`src/rtl/s2m_pkg.sv`:
```
package s2m_pkg;
    typedef enum logic [1:0] {
        ST_IDLE,
        ST_XFER,
        ST_FLUSH,
        ST_REPORT
    } s2m_state_e;
endpackage

```
`src/rtl/s2m_beat_trim.sv`:
```
module s2m_beat_trim #(
    parameter int BYTES = 64,
    parameter int CNT_W = 32,
    localparam int EMPTY_W = $clog2(BYTES),
    localparam int TAKE_W = $clog2(BYTES + 1)
) (
    input  logic               eop,
    input  logic [EMPTY_W-1:0] empty,
    input  logic [CNT_W-1:0]   remaining,
    output logic [TAKE_W-1:0]  take,
    output logic [BYTES-1:0]   lane_en,
    output logic               hits_limit
);
    logic [TAKE_W-1:0] beat_bytes;
    logic [CNT_W-1:0]  beat_wide;

    always_comb begin
        beat_bytes = eop ? TAKE_W'(BYTES) - TAKE_W'(empty) : TAKE_W'(BYTES);
        beat_wide  = CNT_W'(beat_bytes);
        if (remaining < beat_wide) begin
            take = TAKE_W'(remaining);
        end else begin
            take = beat_bytes;
        end
        hits_limit = (remaining <= beat_wide);
    end

    for (genvar i = 0; i < BYTES; i++) begin : g_lane
        assign lane_en[i] = (TAKE_W'(i) < take);
    end
endmodule

```
`src/rtl/s2m_resp_tracker.sv`:
```
module s2m_resp_tracker #(
    parameter int MAX_OUTSTANDING = 4,
    localparam int CW = $clog2(MAX_OUTSTANDING + 1)
) (
    input  logic          clk,
    input  logic          rst_n,
    input  logic          issue,
    input  logic          retire,
    output logic [CW-1:0] count,
    output logic          full,
    output logic          none
);
    always_ff @(posedge clk) begin
        if (!rst_n) begin
            count <= '0;
        end else begin
            unique case ({issue, retire})
                2'b10:   count <= count + CW'(1);
                2'b01:   count <= count - CW'(1);
                default: count <= count;
            endcase
        end
    end

    assign full = (count == CW'(MAX_OUTSTANDING));
    assign none = (count == '0);
endmodule

```
`src/rtl/s2m_write_engine.sv`:
```
module s2m_write_engine #(
    parameter int DATA_W = 512,
    parameter int ADDR_W = 48,
    parameter int CNT_W = 32,
    parameter int MAX_OUTSTANDING = 4,
    localparam int BYTES = DATA_W / 8,
    localparam int EMPTY_W = $clog2(BYTES),
    localparam int TAKE_W = $clog2(BYTES + 1),
    localparam int OCW = $clog2(MAX_OUTSTANDING + 1)
) (
    input  logic               clk,
    input  logic               rst_n,
    input  logic               cmd_valid,
    output logic               cmd_ready,
    input  logic [ADDR_W-1:0]  cmd_addr,
    input  logic [CNT_W-1:0]   cmd_max_bytes,
    input  logic               cmd_stop_on_eop,
    input  logic               snk_valid,
    output logic               snk_ready,
    input  logic [DATA_W-1:0]  snk_data,
    input  logic               snk_sop,
    input  logic               snk_eop,
    input  logic [EMPTY_W-1:0] snk_empty,
    output logic               wr_write,
    input  logic               wr_waitrequest,
    output logic [ADDR_W-1:0]  wr_address,
    output logic [DATA_W-1:0]  wr_writedata,
    output logic [BYTES-1:0]   wr_byteenable,
    input  logic               wr_response_valid,
    output logic               done_valid,
    output logic [CNT_W-1:0]   done_bytes,
    output logic               done_eop_seen
);
    import s2m_pkg::*;

    localparam logic [ADDR_W-1:0] ALIGN_MASK = ADDR_W'(BYTES - 1);

    s2m_state_e        state, state_nx;
    logic [ADDR_W-1:0] addr_q;
    logic [CNT_W-1:0]  left_q;
    logic [CNT_W-1:0]  bytes_q;
    logic              eop_seen_q;
    logic              stop_q;
    logic              accept;
    logic              slot_free;
    logic              ends_here;
    logic [TAKE_W-1:0] take;
    logic [BYTES-1:0]  lane_en;
    logic              hits_limit;
    logic [OCW-1:0]    outst_cnt;
    logic              outst_full;
    logic              outst_none;
    logic              sop_unused;

    assign sop_unused = snk_sop;

    s2m_beat_trim #(.BYTES(BYTES), .CNT_W(CNT_W)) u_trim (
        .eop        (snk_eop),
        .empty      (snk_empty),
        .remaining  (left_q),
        .take       (take),
        .lane_en    (lane_en),
        .hits_limit (hits_limit)
    );

    s2m_resp_tracker #(.MAX_OUTSTANDING(MAX_OUTSTANDING)) u_track (
        .clk    (clk),
        .rst_n  (rst_n),
        .issue  (accept),
        .retire (wr_response_valid),
        .count  (outst_cnt),
        .full   (outst_full),
        .none   (outst_none)
    );

    assign slot_free = !wr_write || !wr_waitrequest;
    assign accept    = snk_valid && snk_ready;
    assign ends_here = hits_limit || (stop_q && snk_eop);

    always_comb begin
        state_nx = state;
        unique case (state)
            ST_IDLE: begin
                if (cmd_valid) begin
                    state_nx = (cmd_max_bytes == '0) ? ST_FLUSH : ST_XFER;
                end
            end
            ST_XFER: begin
                if (accept && ends_here) begin
                    state_nx = ST_FLUSH;
                end
            end
            ST_FLUSH: begin
                if (!wr_write && outst_none) begin
                    state_nx = ST_REPORT;
                end
            end
            ST_REPORT: state_nx = ST_IDLE;
            default:   state_nx = ST_IDLE;
        endcase
    end

    always_ff @(posedge clk) begin
        if (!rst_n) begin
            state <= ST_IDLE;
        end else begin
            state <= state_nx;
        end
    end

    always_comb begin
        cmd_ready  = (state == ST_IDLE);
        snk_ready  = (state == ST_XFER) && slot_free && !outst_full;
        done_valid = (state == ST_REPORT);
    end

    always_ff @(posedge clk) begin
        if (!rst_n) begin
            addr_q     <= '0;
            left_q     <= '0;
            bytes_q    <= '0;
            eop_seen_q <= 1'b0;
            stop_q     <= 1'b0;
        end else if (cmd_valid && cmd_ready) begin
            addr_q     <= cmd_addr & ~ALIGN_MASK;
            left_q     <= cmd_max_bytes;
            bytes_q    <= '0;
            eop_seen_q <= 1'b0;
            stop_q     <= cmd_stop_on_eop;
        end else if (accept) begin
            addr_q     <= addr_q + ADDR_W'(BYTES);
            left_q     <= left_q - CNT_W'(take);
            bytes_q    <= bytes_q + CNT_W'(take);
            eop_seen_q <= eop_seen_q | snk_eop;
        end
    end

    always_ff @(posedge clk) begin
        if (!rst_n) begin
            wr_write      <= 1'b0;
            wr_address    <= '0;
            wr_writedata  <= '0;
            wr_byteenable <= '0;
        end else if (accept) begin
            wr_write      <= 1'b1;
            wr_address    <= addr_q;
            wr_writedata  <= snk_data;
            wr_byteenable <= lane_en;
        end else if (!wr_waitrequest) begin
            wr_write      <= 1'b0;
        end
    end

    assign done_bytes    = bytes_q;
    assign done_eop_seen = eop_seen_q;
endmodule

```
`config.mk`:
```
export PLATFORM = sky130hd
export DESIGN_NAME = s2m_write_engine
export DESIGN_NICKNAME = d
export VERILOG_FILES = /design/src/rtl/s2m_pkg.sv /design/src/rtl/s2m_beat_trim.sv /design/src/rtl/s2m_resp_tracker.sv /design/src/rtl/s2m_write_engine.sv
export SDC_FILE = /design/constraint.sdc
export NUM_CORES = 2
export LEC_CHECK = 0
export ABC_AREA = 0
export BUFFER_PORTS_ARGS = -buffer_cell sky130_fd_sc_hd__buf_4
export CAP_MARGIN = 20
export CORE_AREA = 4 4 488 490
export DETAILED_ROUTE_END_ITERATION = 7
export DIE_AREA = 0 0 492 494
export GPL_ROUTABILITY_DRIVEN = 0
export PLACE_DENSITY = 0.38
export REMOVE_ABC_BUFFERS = 1
export SYNTH_ARGS = -nofsm -noshare
export SYNTH_HDL_FRONTEND = slang
export SYNTH_HIERARCHICAL = 1
export SYNTH_SLANG_ARGS = --single-unit
```
`constraint.sdc`:
```
create_clock -name clk -period 6.7 [get_ports clk]
set_input_delay 1.34 -clock clk [delete_from_list [all_inputs] [get_ports clk]]
set_output_delay 1.34 -clock clk [all_outputs]
set_load 0.05 [all_outputs]
```
Word level (Yosys, flattened, before mapping):

Cells that the tools add are included.
W data, S select, Z words.

* register bits after elaboration: 744
* input bits: 607
* output and inout bits: 661
* word-level logic and storage cells: 129

* $add $sub $neg: 6
* magnitude comparators: 66
* eq/ne operators: 10
* mux-type cells: 14
* bitwise gates (word level): 2
* reductions and logical operators: 19

Operator list (count)
* $lt A6 B7 Y1 const A: 32
* $lt A5 B7 Y1 const A: 16
* $mux W48: 2
* $mux W32: 2
* $lt A4 B7 Y1 const A: 8
* $add A48 B7 Y48 const B: 1
* $add A32 B7 Y32: 1
* $le A32 B7 Y1: 1
* $logic_not A32 Y1: 1
* $lt A32 B7 Y1: 1
* $sub A32 B7 Y32: 1
* $lt A3 B7 Y1 const A: 4
* $lt A1 B7 Y1 const A: 2
* $lt A2 B7 Y1 const A: 2
* $mux W7: 2
* $mux W2: 4
* $pmux W2 S4: 1
* $logic_and A1 B1 Y1: 7
* $sub A7 B6 Y7 const A: 1
* $eq A2 B2 Y1 const B: 3
* $ne A2 B2 Y1 const B: 3
* $pmux W3 S2: 1
* $eq A2 B1 Y1 const B: 2
* $reduce_bool A2 Y1: 2
* 13 further kinds: 17

Logic depth before layout (Yosys ltp):

* depth in word-level cells: 8
* mapped depth: 22
* depth with buffers taken out: 19

Modules after synthesis:

The synthesis kept the hierarchy.

Modules (own cells, without submodules)
* s2m_write_engine: instances 1, cells each 3420, area each 26953.4 um2, seq. area each 14594.0 um2
* s2m_beat_trim: instances 1, cells each 224, area each 1455.1 um2, seq. area each 0.0 um2
* s2m_resp_tracker: instances 1, cells each 20, area each 176.4 um2, seq. area each 60.1 um2

Worst setup path before layout:

Ideal clock, no wire load.

* path type: input -> register
* start: input snk_empty[0]
* end: register bytes_q[26], in the netlist done_bytes[26]
* setup time: 0.128 ns
* data arrival time: 5.677 ns
* data required time: 6.572 ns
* slack: 0.895 ns
* stages on the path: 20
* buffers on the path: 3
* cells stage by stage: inv_1 > ha_1 > nor3b_1 > a21boi_0 > ha_1 > a211oi_1 > nand2_1 > or3_1 > buf_2 > nor2_4 > clkbuf_1 > o21ai_0 > fa_1 > a211oi_1 > o21ai_0 > a32oi_1 > clkbuf_1 > nor3_1 > xnor2_1 > nor2_1

* longest elaborated chain between the ends: 5

Ends and longest elaborated chain
* start, declared: line s2m_write_engine.sv:23 `input logic [EMPTY_W-1:0] snk_empty,`
* $sub A7 B6 Y7 *: line s2m_beat_trim.sv:18 `beat_bytes = eop ? TAKE_W'(BYTES) - TAKE_W'(empty) : TAKE_W'(BYTES);`
* $mux W7 *: line s2m_beat_trim.sv:18
* $lt A32 B7 Y1: line s2m_beat_trim.sv:20 `if (remaining < beat_wide) begin`
* $mux W7 *: line s2m_beat_trim.sv:20
* via take[1]: line s2m_write_engine.sv:47 `logic [TAKE_W-1:0] take;`
* $add A32 B7 Y32 *: line s2m_write_engine.sv:133 `bytes_q <= bytes_q + CNT_W'(take);`
* end signal, assigned: line s2m_write_engine.sv:133
* end, declared: line s2m_write_engine.sv:41 `logic [CNT_W-1:0] bytes_q;`

Mark *: on every way through the listed nets, which the timed path passes. The rest lies on a longest branch.
A chain may end at the register's enable or synchronous reset.

Final worst setup path:

* start: input snk_empty[0]
* end: register bytes_q[19], in the netlist done_bytes[19]

Same word-level chain as after synthesis.

==> metrics.cfg <==
[outcome]
status=complete, no violations

[placed_design]
io_buffer_count=1254
preCtsSetupSlack_ns=0.5150
hpwl_microns=149400
dpl-instance-area_sq_um=41280

[global_route]
track_usage_pct=14.57
grt_pass1_vias=29680
grt_pass1_wl_microns=251100
grt_antenna_before_repair=76
grt-ovfl-total=0
grt_max_degree=177

[routing]
drt_pass1_iterations=6
wl_microns=187400
drc=0
vias=30480
antenna_left=0
vias_per_cell=3.791
avgRoutedWirePerCell_microns=23.30
drt_iter0_markers=1937

[hold_path]
hp-class=flip-flop to flip-flop

[critical_path]
critPathMaxFanout=12
cp.required_ns=7.28
critical_path_class=primary input to flip-flop
cp-start-kind=primary input
endpoint_kind=flip-flop
critPathArrivalTime_ns=6.20

[sta]
fmax_mhz=178.2
finalHoldViolations=0
worst_slew_pin_slew_ns=1.140
skew_ns=0.07636
fin_tns_setup_ns=0
hold_ws_ns=0.4450
setup_viol=0
finalCritPeriodShare_pct=83.77
rsz0062_at_grt=false
fin_ws_ns=1.088
drv_slew=0
period_needed_ns=5.612
slew_headroom_pct=23.97

[floorplan]
fp-row-count=178
die_w_microns=492
die_h_microns=494
start_util_pct=12.21
die_area_sq_um=243000
core_area_sq_um=234100
io-pin-count=1268

[pwr]
leakage_nw=17.43
pwr-share-seq_pct=33.3
power.density_nw_per_um2=365.0
combPwrFrac_pct=32.0
irDropWorstVdd_v=0.0001836
power.share.switching_pct=40.18
p_switching_w=0.006569
internal-power_w=0.009780
pwr-share-clk_pct=34.7

[synth]
ys_warn_count=6
ys_async_sr_fraction_pct=0
ys_seq_elements=732
syn_inst=3664
avgSynthCellArea_sq_um=7.802
synth-seq-area-share_pct=51.26
netlist-cell-type-count=75
syn_area_sq_um=28580
synthFlopType=dfxtp_1
synth-edff-count=0

[layout]
nets=5432
n_fill_cell=26530
multiInputGateArea_sq_um=12750
syn_to_final_growth_pct=56.69
final_util_pct=19.14
seq_area_sq_um=14650
layout-drive-gt1-share_pct=30.62
design_area_sq_um=44790

[clock_network]
cts_made_buffers=97
holdBufCountCts=0
clkTransAtPathRegs_ns=0.06
clkSinkCount=732
postCtsSetupBuffers=0
cts_tree=built
clock_path_buffers=3
htree_levels=3
ctsRootBufferMaster=clkbuf_16
insertion_delay_ns=0.75
cts_resized=0

[job]
maxCapViolations=0

==> logic make-up (layout without fill, tap and decap cells) <==
group           after synthesis  after routing  synth area share [%]
compound gates              906            906                 17.01
xor+xnor                     92             92                 2.819
fa+ha+maj                    31             31                 1.436
buf+inv                     301           1504                 4.250
flops                       732            732                 51.26
mux                           8              8                0.3108
other cells                   1             24               0.01312
simple gates               1593           1593                 22.90
==> cells in the mapped netlist (17+ instances only) <==
| cell type | number | area (sq um) |
|---|---|---|
| nand2_1 | 1315 | 4936 |
| dfxtp_1 | 732 | 14650 |
| a21oi_1 | 716 | 3583 |
| clkbuf_1 | 219 | 822.0 |
| o21ai_0 | 95 | 475.5 |
| nor2_1 | 68 | 255.2 |
| xor2_1 | 60 | 525.5 |
| nand3_1 | 58 | 290.3 |
| inv_1 | 35 | 131.4 |
| buf_2 | 34 | 170.2 |
| xnor2_1 | 32 | 280.3 |
| ha_1 | 28 | 350.3 |
| nor3_1 | 26 | 130.1 |
| a211oi_1 | 23 | 172.7 |
| nand4_1 | 18 | 112.6 |
| nor4_1 | 17 | 106.4 |
==> flip-flops by register name, summed over array words and instances (netlist names) <==
register,flops
state,2
stop_q,1
done_eop_seen,1
u_track/count,3
addr_q,42
wr_address,42
done_bytes,32
wr_write,1
left_q,32
wr_byteenable,64
wr_writedata,512
==> power by group through the flow <==
stage	Clock (W)	Sequential [W]	Combinational (W)
final	0.00567	0.00545	0.00524
after global routing	0.00606	0.00553	0.00560
after CTS	0.00591	0.00545	0.00534
after detailed placement	0	0.00553	0.00533
after global placement	0	0.00552	0.00533
after floorplan	0	0.00704	0.00155
==> critical path: stages <==
cell,delay [ns]
buf_4,0.14
inv_1,0.09
ha_1,0.20
nor3b_1,0.28
mux2_2,0.47
ha_1,0.30
nand4b_1,0.14
a21o_1,0.36
a21oi_1,0.11
a21oi_1,0.63
inv_1,0.17
ha_1,0.41
o211ai_1,0.12
o21ai_0,0.42
o2111a_1,0.59
nand3_1,0.16
xor2_1,0.17
nor2_1,0.05
==> routing by layer <==
metal / routed length (microns) / vias to the layer above / GRT usage (%)
met3: 19010 / 267 / 6.410
met5: 273 / - / 0
met4: 5237 / 44 / 4.110
met2: 87620 / 1188 / 24.03
li1: - / 14450 / -
met1: 75210 / 14530 / 17.10
==> cell usage in the layout (no fill, tap or decap), drive strengths merged, types with 11 or more instances in the layout <==
cell type  synthesis  final
clkinv             1     22
nand4             21     21
clkbuf           219    137
diode              0     18
a221oi            13     13
and3              15     15
or3               13     13
nor4              20     20
nor3              27     27
inv               35     41
o21ai             99     99
and2              13     13
xnor2             32     32
ha                28     28
a21oi            723    723
buf               46   1290
nor2              69     69
bufinv             0     11
nand2           1315   1315
nand3             59     59
xor2              60     60
a211oi            23     23
dfxtp            732    732
==> cell type report <==
| cell class | instances | share of cell area (%) |
|---|---|---|
| flip-flops and latches | 732 | 32.72 |
| multi-input cells | 2636 | 28.48 |
| repair buffers | 1291 | 21.86 |
| well taps | 3150 | 8.799 |
| clock buffers | 136 | 6.241 |
| clock inverters | 41 | 1.475 |
| inverters | 36 | 0.3352 |
| diodes | 18 | 0.1006 |
==> per-stage QoR <==
step           power (W)  std cells
2_1_floorplan   0.008593       3404
3_3_place_gp     0.01084       7843
3_5_place_dp     0.01087       7843
4_1_cts          0.01671       8020
5_1_grt          0.01720       8027
6_report         0.01635       8040
==> final timing paths <==
check                                from                          end  slack (ns)  cells after the start
setup reg to reg   left_q[1]$_SDFFE_PN0P_  done_bytes[19]$_SDFFE_PP0P_        1.94                     14
hold / removal    addr_q[39]$_SDFFE_PN0P_  wr_address[39]$_SDFFE_PN0P_        0.45                      2
setup / recovery             snk_empty[0]  done_bytes[19]$_SDFFE_PP0P_        1.09                     18
hold reg to reg   addr_q[39]$_SDFFE_PN0P_  wr_address[39]$_SDFFE_PN0P_        0.45                      2
Note: power is estimated with default switching activity, not from simulation.
